--- src/rtl/smb_scl_timer_pkg.sv ---
package smb_scl_timer_pkg;
  typedef enum logic [1:0] {
    PH_LOW     = 2'd0,
    PH_WAIT_HI = 2'd1,
    PH_HIGH    = 2'd2
  } phase_e;
endpackage

--- src/rtl/smb_scl_satcnt.sv ---
module smb_scl_satcnt #(
  parameter int unsigned W        = 5,
  parameter bit          RST_FULL = 1'b0
) (
  input  logic         clk,
  input  logic         rst_n,
  input  logic         clear_i,
  output logic [W-1:0] cnt_o
);
  localparam logic [W-1:0] TOP = {W{1'b1}};

  always_ff @(posedge clk) begin
    if (!rst_n)            cnt_o <= RST_FULL ? TOP : '0;
    else if (clear_i)      cnt_o <= '0;
    else if (cnt_o != TOP) cnt_o <= cnt_o + 1'b1;
  end
endmodule

--- src/rtl/smb_scl_sda_place.sv ---
module smb_scl_sda_place (
  input  logic clk,
  input  logic rst_n,
  input  logic in_low_i,
  input  logic fall_evt_i,
  input  logic hold_ok_i,
  input  logic bit_valid_i,
  input  logic bit_val_i,
  input  logic bit_gate_i,
  output logic bit_ready_o,
  output logic placed_o,
  output logic place_evt_o,
  output logic gate_o,
  output logic sda_o
);
  logic pend_v, pend_bit, pend_gate;
  logic accept, src_v, src_bit, src_gate;

  assign bit_ready_o = !pend_v;
  assign accept      = bit_valid_i && !pend_v;
  assign src_v       = pend_v || accept;
  assign src_bit     = pend_v ? pend_bit  : bit_val_i;
  assign src_gate    = pend_v ? pend_gate : bit_gate_i;
  assign place_evt_o = in_low_i && !placed_o && hold_ok_i && src_v;

  always_ff @(posedge clk) begin
    if (!rst_n) begin
      pend_v    <= 1'b0;
      pend_bit  <= 1'b1;
      pend_gate <= 1'b0;
    end else if (place_evt_o) begin
      pend_v    <= 1'b0;
    end else if (accept) begin
      pend_v    <= 1'b1;
      pend_bit  <= bit_val_i;
      pend_gate <= bit_gate_i;
    end
  end

  always_ff @(posedge clk) begin
    if (!rst_n) begin
      placed_o <= 1'b0;
      gate_o   <= 1'b0;
      sda_o    <= 1'b1;
    end else if (fall_evt_i) begin
      placed_o <= 1'b0;
    end else if (place_evt_o) begin
      placed_o <= 1'b1;
      gate_o   <= src_gate;
      sda_o    <= src_bit;
    end
  end

  AST_SDA_AFTER_HOLD: assert property (@(posedge clk) disable iff (!rst_n)
    !$stable(sda_o) |-> $past(hold_ok_i)) else $error("sda moved inside hold");
  AST_SDA_QUIET_HIGH: assert property (@(posedge clk) disable iff (!rst_n)
    (!in_low_i && $past(!in_low_i)) |-> $stable(sda_o)) else $error("sda moved while scl high");
  AST_ONE_WAITING: assert property (@(posedge clk) disable iff (!rst_n)
    (!bit_ready_o && !place_evt_o) |=> !bit_ready_o) else $error("held bit lost");
endmodule

--- src/rtl/smb_scl_phase.sv ---
module smb_scl_phase
  import smb_scl_timer_pkg::*;
#(
  parameter int unsigned HIGH_OVF = 2
) (
  input  logic clk,
  input  logic rst_n,
  input  logic ovf_i,
  input  logic release_i,
  input  logic scl_line_i,
  input  logic placed_i,
  input  logic gate_i,
  input  logic setup_ok_i,
  output logic in_low_o,
  output logic fall_evt_o,
  output logic scl_oe_o,
  output logic bit_done_o
);
  localparam int unsigned HW = (HIGH_OVF > 1) ? $clog2(HIGH_OVF) : 1;
  localparam logic [HW-1:0] HLAST = HW'(HIGH_OVF - 1);

  phase_e        state, state_nx;
  logic [HW-1:0] hiov;
  logic          rel_seen, rise_now;

  assign in_low_o   = (state == PH_LOW);
  assign scl_oe_o   = in_low_o;
  assign rise_now   = in_low_o && placed_i &&
                      (gate_i ? rel_seen : (ovf_i && setup_ok_i));
  assign fall_evt_o = (state == PH_HIGH) &&
                      (!scl_line_i || (ovf_i && hiov == HLAST));

  always_comb begin
    state_nx = state;
    unique case (state)
      PH_LOW:     if (rise_now)   state_nx = PH_WAIT_HI;
      PH_WAIT_HI: if (scl_line_i) state_nx = PH_HIGH;
      PH_HIGH:    if (fall_evt_o) state_nx = PH_LOW;
      default:                    state_nx = PH_LOW;
    endcase
  end

  always_ff @(posedge clk) begin
    if (!rst_n) begin
      state      <= PH_LOW;
      hiov       <= '0;
      rel_seen   <= 1'b0;
      bit_done_o <= 1'b0;
    end else begin
      state      <= state_nx;
      bit_done_o <= (state == PH_WAIT_HI) && scl_line_i;
      if (state != PH_HIGH)   hiov <= '0;
      else if (ovf_i)         hiov <= hiov + 1'b1;
      if (fall_evt_o)                rel_seen <= 1'b0;
      else if (in_low_o && release_i) rel_seen <= 1'b1;
    end
  end

  AST_DONE_SINGLE: assert property (@(posedge clk) disable iff (!rst_n)
    bit_done_o |=> !bit_done_o) else $error("done longer than one cycle");
  AST_DONE_LINE_HIGH: assert property (@(posedge clk) disable iff (!rst_n)
    bit_done_o |-> $past(scl_line_i)) else $error("done without high line");
  AST_RISE_NEEDS_BIT: assert property (@(posedge clk) disable iff (!rst_n)
    $fell(scl_oe_o) |-> $past(placed_i)) else $error("scl released with no bit");
  AST_GATE_WAITS: assert property (@(posedge clk) disable iff (!rst_n)
    ($fell(scl_oe_o) && $past(gate_i)) |-> $past(rel_seen)) else $error("gated bit not released");
  AST_SETUP_KEPT: assert property (@(posedge clk) disable iff (!rst_n)
    ($fell(scl_oe_o) && !$past(gate_i)) |-> $past(setup_ok_i)) else $error("setup cut short");
endmodule

--- src/rtl/smb_scl_timer.sv ---
module smb_scl_timer #(
  parameter int unsigned HOLD_STD  = 3,
  parameter int unsigned HOLD_EXT  = 12,
  parameter int unsigned SETUP_STD = 1,
  parameter int unsigned SETUP_EXT = 11,
  parameter int unsigned HIGH_OVF  = 2,
  parameter int unsigned CW        = 5
) (
  input  logic clk,
  input  logic rst_n,
  input  logic ovf_i,
  input  logic ext_hold_i,
  input  logic bit_valid_i,
  output logic bit_ready_o,
  input  logic bit_val_i,
  input  logic bit_gate_i,
  input  logic release_i,
  input  logic scl_line_i,
  output logic scl_oe_o,
  output logic sda_oe_o,
  output logic bit_done_o
);
  localparam logic [CW-1:0] HOLD_STD_LIM  = CW'(HOLD_STD - 1);
  localparam logic [CW-1:0] HOLD_EXT_LIM  = CW'(HOLD_EXT - 1);
  localparam logic [CW-1:0] SETUP_STD_LIM = CW'(SETUP_STD - 1);
  localparam logic [CW-1:0] SETUP_EXT_LIM = CW'(SETUP_EXT - 1);

  logic [CW-1:0] hold_cnt, setup_cnt, hold_lim, setup_lim;
  logic hold_ok, setup_ok, in_low, fall_evt;
  logic placed, place_evt, gate_q, sda_q;

  assign hold_lim  = ext_hold_i ? HOLD_EXT_LIM  : HOLD_STD_LIM;
  assign setup_lim = ext_hold_i ? SETUP_EXT_LIM : SETUP_STD_LIM;
  assign hold_ok   = hold_cnt  >= hold_lim;
  assign setup_ok  = setup_cnt >= setup_lim;
  assign sda_oe_o  = !sda_q;

  smb_scl_satcnt #(.W(CW), .RST_FULL(1'b1)) u_hold_cnt (
    .clk(clk), .rst_n(rst_n), .clear_i(fall_evt), .cnt_o(hold_cnt));

  smb_scl_satcnt #(.W(CW), .RST_FULL(1'b0)) u_setup_cnt (
    .clk(clk), .rst_n(rst_n), .clear_i(place_evt), .cnt_o(setup_cnt));

  smb_scl_sda_place u_place (
    .clk(clk), .rst_n(rst_n), .in_low_i(in_low), .fall_evt_i(fall_evt),
    .hold_ok_i(hold_ok), .bit_valid_i(bit_valid_i), .bit_val_i(bit_val_i),
    .bit_gate_i(bit_gate_i), .bit_ready_o(bit_ready_o), .placed_o(placed),
    .place_evt_o(place_evt), .gate_o(gate_q), .sda_o(sda_q));

  smb_scl_phase #(.HIGH_OVF(HIGH_OVF)) u_phase (
    .clk(clk), .rst_n(rst_n), .ovf_i(ovf_i), .release_i(release_i),
    .scl_line_i(scl_line_i), .placed_i(placed), .gate_i(gate_q),
    .setup_ok_i(setup_ok), .in_low_o(in_low), .fall_evt_o(fall_evt),
    .scl_oe_o(scl_oe_o), .bit_done_o(bit_done_o));

  AST_HIGH_NO_SDA_MOVE: assert property (@(posedge clk) disable iff (!rst_n)
    (!scl_oe_o && $past(!scl_oe_o)) |-> $stable(sda_oe_o)) else $error("sda moved with scl high");
  AST_SYNC_PULL: assert property (@(posedge clk) disable iff (!rst_n)
    ($past(!scl_oe_o) && !scl_oe_o && !scl_line_i && $past(scl_line_i)) |=> scl_oe_o) else $error("no clock sync");
endmodule

--- config.mk ---
export PLATFORM = sky130hd
export DESIGN_NAME = smb_scl_timer
export DESIGN_NICKNAME = d
export VERILOG_FILES = /design/src/rtl/smb_scl_timer_pkg.sv /design/src/rtl/smb_scl_satcnt.sv /design/src/rtl/smb_scl_sda_place.sv /design/src/rtl/smb_scl_phase.sv /design/src/rtl/smb_scl_timer.sv
export SDC_FILE = /design/constraint.sdc
export NUM_CORES = 1
export LEC_CHECK = 0
export ABC_AREA = 0
export BUFFER_PORTS_ARGS = -buffer_cell sky130_fd_sc_hd__buf_2
export CORE_UTILIZATION = 40
export CTS_BUF_LIST = sky130_fd_sc_hd__clkbuf_4 sky130_fd_sc_hd__clkbuf_8 sky130_fd_sc_hd__clkbuf_16
export CTS_CLUSTER_SIZE = 14
export DETAILED_ROUTE_END_ITERATION = 6
export GPL_TIMING_DRIVEN = 0
export SLEW_MARGIN = 25
export SYNTH_ARGS = -nofsm -noshare
export SYNTH_HDL_FRONTEND = slang
export SYNTH_SLANG_ARGS = --single-unit
--- constraint.sdc ---
create_clock -name clk -period 1.55 [get_ports clk]
set_input_delay 0.31 -clock clk [delete_from_list [all_inputs] [get_ports clk]]
set_output_delay 0.31 -clock clk [all_outputs]
set_load 0.05 [all_outputs]
Word-level counts from Yosys, hierarchy flattened
Index checks and enable logic that the tools add are counted.
{"block": "op_classes", "add_sub_neg": 3, "magnitude_cmp": 2, "eq_ne": 8, "n_mux": 11, "bitwise_logic": 3, "n_reduce_logical": 25}
{"cell": "logical AND 1 bit", "n": 11}
{"cell": "adder 5 x 1 -> 5 bit, second input constant", "n": 2}
{"cell": ">= comparator 5 x 4 -> 1 bit", "n": 2}
{"cell": "2-to-1 mux 5 bit", "n": 2}
{"cell": "inequality test 5 bit, second input constant", "n": 2}
{"cell": "2-to-1 mux 4 bit", "n": 2}
{"cell": "inequality test 2 bit, second input constant", "n": 4}
{"cell": "2-to-1 mux 2 bit", "n": 3}
{"cell": "one-hot mux 2 bit (3 select lines)", "n": 1}
{"cell": "OR reduction 2 bit", "n": 3}
{"cell": "logical NOT 1 bit", "n": 4}
{"cell": "AND reduction 2 bit", "n": 2}
{"cell": "2-to-1 mux 1 bit", "n": 3}
{"cell": "inverter 1 bit", "n": 3}
{"cell": "AND reduction 3 bit", "n": 1}
{"cell": "== test 2 x 1 -> 1 bit, second input constant", "n": 1}
{"cell": "== test 2 bit, second input constant", "n": 1}
{"cell": "logical NOT 2 bit", "n": 1}
{"cell": "logical OR 1 bit", "n": 2}
{"cell": "nonzero test 2 bit", "n": 1}
{"cell": "adder 1 bit, second input constant", "n": 1}
{"block": "totals", "ff_bits": 21, "input_bits": 9, "output_inout_bits": 4, "elab_cells": 64}

Longest topological paths before layout
{"block": "logic_depth", "word_depth": 7, "ltp_mapped": 6}

Hierarchy
A second synthesis with hierarchy kept.
{"block": "unflattened", "cells_unflattened": 108, "area_unflattened_um2": 1067.3}
{"module": "smb_scl_sda_place", "n_inst": 1, "cells_per_inst": 28, "area_per_inst_um2": 289.0}
{"module": "smb_scl_phase", "n_inst": 1, "cells_per_inst": 25, "area_per_inst_um2": 232.7}
{"module": "smb_scl_satcnt (u_hold_cnt)", "n_inst": 1, "cells_per_inst": 20, "area_per_inst_um2": 217.7}
{"module": "smb_scl_satcnt (u_setup_cnt)", "n_inst": 1, "cells_per_inst": 21, "area_per_inst_um2": 217.7}
{"module": "smb_scl_timer", "n_inst": 1, "cells_per_inst": 14, "area_per_inst_um2": 110.1}

Worst setup path after synthesis
OpenSTA, ideal clock, no wires.
{"block": "synth_timing", "path_type": "reg2reg", "from": "reg u_phase.state[1]", "to": "reg u_place.pend_gate", "setup_ns": 0.074, "t_arrival_ns": 1.481, "slack_ns": -0.005, "path_stages_with_launch": 5, "period_less_slack_ns": 1.555, "path_cell_list": "dfxtp_1 > nor2_1 > and4b_1 > a32oi_1 > o21ai_0"}
{"block": "synth_between", "elab_chain_len": 6}
{"item": "from (decl)", "line_no": "smb_scl_phase.sv:22", "text": "phase_e state, state_nx;"}
{"item": "from (signal assigned)", "line_no": "smb_scl_phase.sv:50", "text": "state <= state_nx;"}
{"item": "logical NOT 2 bit", "line_no": "smb_scl_phase.sv:26", "text": "assign in_low_o = (state == PH_LOW);"}
{"item": "net scl_oe_o", "line_no": "smb_scl_timer.sv:19", "text": "output logic scl_oe_o,"}
{"item": "logical AND 1 bit (3 in a row)", "line_no": "smb_scl_sda_place.sv:24", "text": "assign place_evt_o = in_low_i && !placed_o && hold_ok_i && src_v;"}
{"item": "inverter 1 bit (no source line)"}
{"item": "AND reduction 2 bit (no source line)"}
{"item": "to (signal assigned)", "line_no": "smb_scl_sda_place.sv:36", "text": "pend_gate <= bit_gate_i;"}
{"item": "to (decl)", "line_no": "smb_scl_sda_place.sv:16", "text": "logic pend_v, pend_bit, pend_gate;"}
The timed path passes the listed nets, and every way through them passes these cells.
A chain may end at the register's enable or synchronous reset.

Final worst setup path
{"block": "layout_timing", "from": "reg u_setup_cnt.cnt_o[1]", "to": "reg u_phase.state[0]"}
{"block": "layout_between", "elab_chain_len": 6}
{"item": "from (decl)", "line_no": "smb_scl_satcnt.sv:8", "text": "output logic [W-1:0] cnt_o"}
{"item": "from (signal assigned)", "line_no": "smb_scl_satcnt.sv:13", "text": "if (!rst_n) cnt_o <= RST_FULL ? TOP : '0;"}
{"item": "from (signal assigned)", "line_no": "smb_scl_satcnt.sv:15", "text": "else if (cnt_o != TOP) cnt_o <= cnt_o + 1'b1;"}
{"item": ">= comparator 5 x 4 -> 1 bit", "line_no": "smb_scl_timer.sv:35", "text": "assign setup_ok = setup_cnt >= setup_lim;"}
{"item": "logical AND 1 bit", "line_no": "smb_scl_phase.sv:29", "text": "(gate_i ? rel_seen : (ovf_i && setup_ok_i));"}
{"item": "2-to-1 mux 1 bit", "line_no": "smb_scl_phase.sv:29"}
{"item": "logical AND 1 bit", "line_no": "smb_scl_phase.sv:28", "text": "assign rise_now = in_low_o && placed_i &&"}
{"item": "inequality test 2 bit (no source line)"}
{"item": "AND reduction 3 bit (no source line)"}
Every way passes these cells.

==> key figures <==
Outcome
  – Outcome: finished, violations left
  – Failing checks: setup timing

Synthesis
  – Synth Area per Inst: ~9.4 µm²
  – Post-synth EDFFs: 0
  – Post-Syn Instances: between 100 and 150
  – Total of warnings raised by yosys: 0
  – Synth cell types: 34
  – Synth Net Count: around 130
  – Cell area after synthesis: 1070 µm²
  – Seq/Total Area, Yosys: 0.393
  – Synth Flop Type: dfxtp_1
  – FF+latch count, synth: 21
  – Post-synth ARST share: 0

Layout
  – Final #Nets: 150
  – Number of fill cells in the layout: 242
  – Syn-to-layout area delta: 22.2%
  – Layout cells sized above 1: 0.318
  – Diode count: 0

Setup path
  – CP endpoint: u_phase.state[0]$_SDFFE_PN0P_
  – Worst-path fanout max: 4
  – Crit path launch: u_setup_cnt.cnt_o[1]$_SDFFE_PP0P_
  – WS Path Type: reg -> reg
  – Setup crit start kind: flip-flop
  – Critical Path RT: between 1500 and 2000 ps
  – Crit path arrival time: around 1800 ps
  – R2R Path End: u_phase.state[0]$_SDFFE_PN0P_
  – Worst Setup End Kind: flip-flop
  – R2R setup slack: -3 ps
  – Critical R2R Launch: u_setup_cnt.cnt_o[1]$_SDFFE_PP0P_
  – Worst R2R Path Depth: 6

Timing
  – Max-slew headroom: 0.766
  – Fin. max-slew vios: 0
  – Fmax: 644 MHz
  – Setup TNS: -3.14 ps
  – Period minus WS final: around 1600 ps
  – PnR worst setup slack: -3.14 ps
  – Hold Vio Cnt, Final: 0
  – Unrepaired setup endpoints after global routing: true
  – Setup violations, final: 1
  – Final Skew: 1.05 ps
  – Final Cycle Share: 1.00
  – Worst-Margin Slew: 348 ps

Floorplanning
  – Core area: 2500 µm²
  – Die H: around 54 µm
  – Initial cell density of the core: 0.428
  – DIE AREA: slightly below 3000 µm²
  – Die width: roughly 54 µm
  – IO Pins: 13
  – FP Rows: 18

Power and ir drop
  – Tot Pwr: about 1.7 mW
  – Worst vdd ir: ~660 µV
  – P per Cell Area: 1280 nW/µm²
  – Leakage: between 0.5 and 0.6 nW
  – P_sw: 0.585 mW
  – Switch share: 0.349
  – Int Pwr: 1.09 mW
  – Sequential share of power: 0.448
  – Logic pwr share: 0.387
  – Clock Power Share: 0.165

CTS
  – Clock Pin Slew Worst Setup and Hold Paths: around 110 ps
  – Hold buffer count at cts: 0
  – CTS sink cnt: 21
  – Clk_lat worst skew: 300 ps
  – CTS tree: built
  – Clock buffer depth: 2
  – CTS Root Cell: clkbuf_4
  – H-tree Lvls: 1
  – CTS Buf Count: 3

Drt
  – Vias/cell: about 5.5
  – WL met1: between 1000 and 1500 µm
  – Iteration-0 DRC count of the detailed router: 9
  – DRC violations left: 0
  – DR WL met2: 1050 µm
  – DR WL/cell: between 10 and 15 µm
  – Routed WL: about 2200 µm
  – Routed vias: 884
  – Drt pass-1 iters: 4
  – Top Layer Used: met4
  – Met3 WL post-DR: around 64 µm
  – Post-DRT Antenna Nets: 0

Global route
  – GRT Total Usage: 0.175
  – First-pass GRT wire length: ~3600 µm
  – Initial antenna violation count: 0
  – Largest net degree at the start of global routing: 12
  – GRT overflow: 0
  – Vias in the first global route: between 800 and 900

Placement
  – # port buffers: 12
  – Hpwl dp: roughly 1600 µm
  – GP Congestion: around 0.69

Hold path
  – Worst min-delay path category: in -> reg

Flow run
  – Max Cap Violations: 0
-- metrics by stage --
stage	instances	setup slack, ps	hold slack [ps]	instance area [µm²]	utilization
finish	162	-3.14	265	1310	0.523
global route	162	-49.9	244	1310	0.523
CTS	160	3.40	261	1220	0.488
detailed placement	156	-254	500	1170	0.468
global placement	156	-207	487	1170	0.468
floorplan	114	29.6	429	1070	-
-- synth_stat cells, types with 2 or more instances --
library cell   n  area, µm²
dfxtp_1       21        420
nor2_1         9       33.8
ha_1           8        100
inv_1          8       30.0
nor2b_1        8       50.1
o21ai_0        7       35.0
a21oi_1        5       25.0
mux2i_1        5       50.1
xor2_1         5       43.8
and3_1         4       25.0
nand2_1        4       15.0
nand4_1        2       12.5
nand4b_1       2       17.5
nor2_2         2       12.5
nor3_1         2       10.0
o21a_1         2       15.0
o21ai_1        2       10.0
xnor2_1        2       17.5
-- cells in the final DEF (no fill, tap or decap), drive strengths merged, types with 2 or more instances in the layout --
| cell | Yosys | layout |
|---|---|---|
| nand4b | 2 | 2 |
| nor2b | 8 | 8 |
| inv | 8 | 8 |
| buf | 1 | 15 |
| o21ai | 10 | 10 |
| mux2i | 5 | 5 |
| xor2 | 5 | 5 |
| xnor2 | 2 | 2 |
| clkbuf | 0 | 4 |
| nor2 | 11 | 11 |
| dfxtp | 21 | 21 |
| ha | 8 | 8 |
| and3 | 4 | 4 |
| nor3 | 2 | 2 |
| o21a | 2 | 2 |
| a21oi | 5 | 5 |
| nand4 | 2 | 2 |
| nand2 | 4 | 4 |
-- layout make-up --
type                    instances  area, µm²  area share
repair buffers                 14       75.1      0.0574
plain buffers                   1       7.51     0.00574
inverters                       8       30.0      0.0230
multi-input cells              84        701       0.536
clock buffers                   4       30.0      0.0230
flip-flops and latches         21        427       0.326
well taps                      30       37.5      0.0287
-- layer usage --
metal / vias to the layer above / track usage
li1: 440 / -
met2: 13 / 0.284
met1: 429 / 0.220
met3: 2 / 0.0508
met5: - / 0
met4: 0 / 0.0526
-- worst max-delay path, cell delays in order (launching register included) --
cell,delay [ps]
dfxtp_2,380
inv_2,50
ha_4,220
nor2b_4,110
o31a_1,310
a2111oi_4,290
o21ai_1,80
-- how the worst min path moves through the flow --
stage	startpoint	end	slack [ps]	cells after the start
after global routing	scl_line_i	u_phase.state[1]$_SDFFE_PN0P_	240	3
after floorplan	scl_line_i	u_phase.state[1]$_SDFFE_PN0P_	430	2
final	scl_line_i	u_phase.state[1]$_SDFFE_PN0P_	270	3
after CTS	scl_line_i	u_phase.state[1]$_SDFFE_PN0P_	260	3
after global placement	u_place.pend_bit$_SDFFE_PN1P_	u_place.pend_bit$_SDFFE_PN1P_	490	2
after detailed placement	u_place.pend_bit$_SDFFE_PN1P_	u_place.pend_bit$_SDFFE_PN1P_	500	2
-- registers in the layout, summed over array words and instances (netlist names) --
signal and count:
u_hold_cnt.cnt_o 5, u_phase.bit_done_o 1, u_phase.hiov 1, u_phase.rel_seen 1, u_phase.state 2, u_place.gate_o 1
u_place.pend_bit 1, u_place.pend_gate 1, u_place.pend_v 1, u_place.placed_o 1, u_place.sda_o 1, u_setup_cnt.cnt_o 5
-- power by group through the flow --
stage	clock network (mW)	logic, mW	registers [mW]
2_1_floorplan	0	0.424	0.709
5_1_grt	0.314	0.744	0.765
3_3_place_gp	0	0.497	0.727
6_report	0.276	0.648	0.751
3_5_place_dp	0	0.526	0.729
4_1_cts	0.289	0.549	0.723
-- timing repair --
| action | 4_1_cts | 5_1_grt |
|---|---|---|
| resized for setup | 7 | 15 |
| cloned | 0 | 0 |
| buffers inserted | 0 | 2 |
| endpoints found under the setup margin | 7 | 10 |
| pin swaps | 1 | 5 |
-- logic make-up (layout without fill, tap and decap cells) --
group / count (synthesis) / after routing / synth area share
buffers and inverters: 9 / 27 / 0.0351
xor gates and xnor gates: 7 / 7 / 0.0573
and+or+nand+nor: 38 / 38 / 0.202
muxes: 6 / 6 / 0.0573
adders and majority gates: 8 / 8 / 0.0936
DFF: 21 / 21 / 0.393
AOI/OAI and AO/OA: 25 / 25 / 0.161
Power figures use the tool's default switching activity.
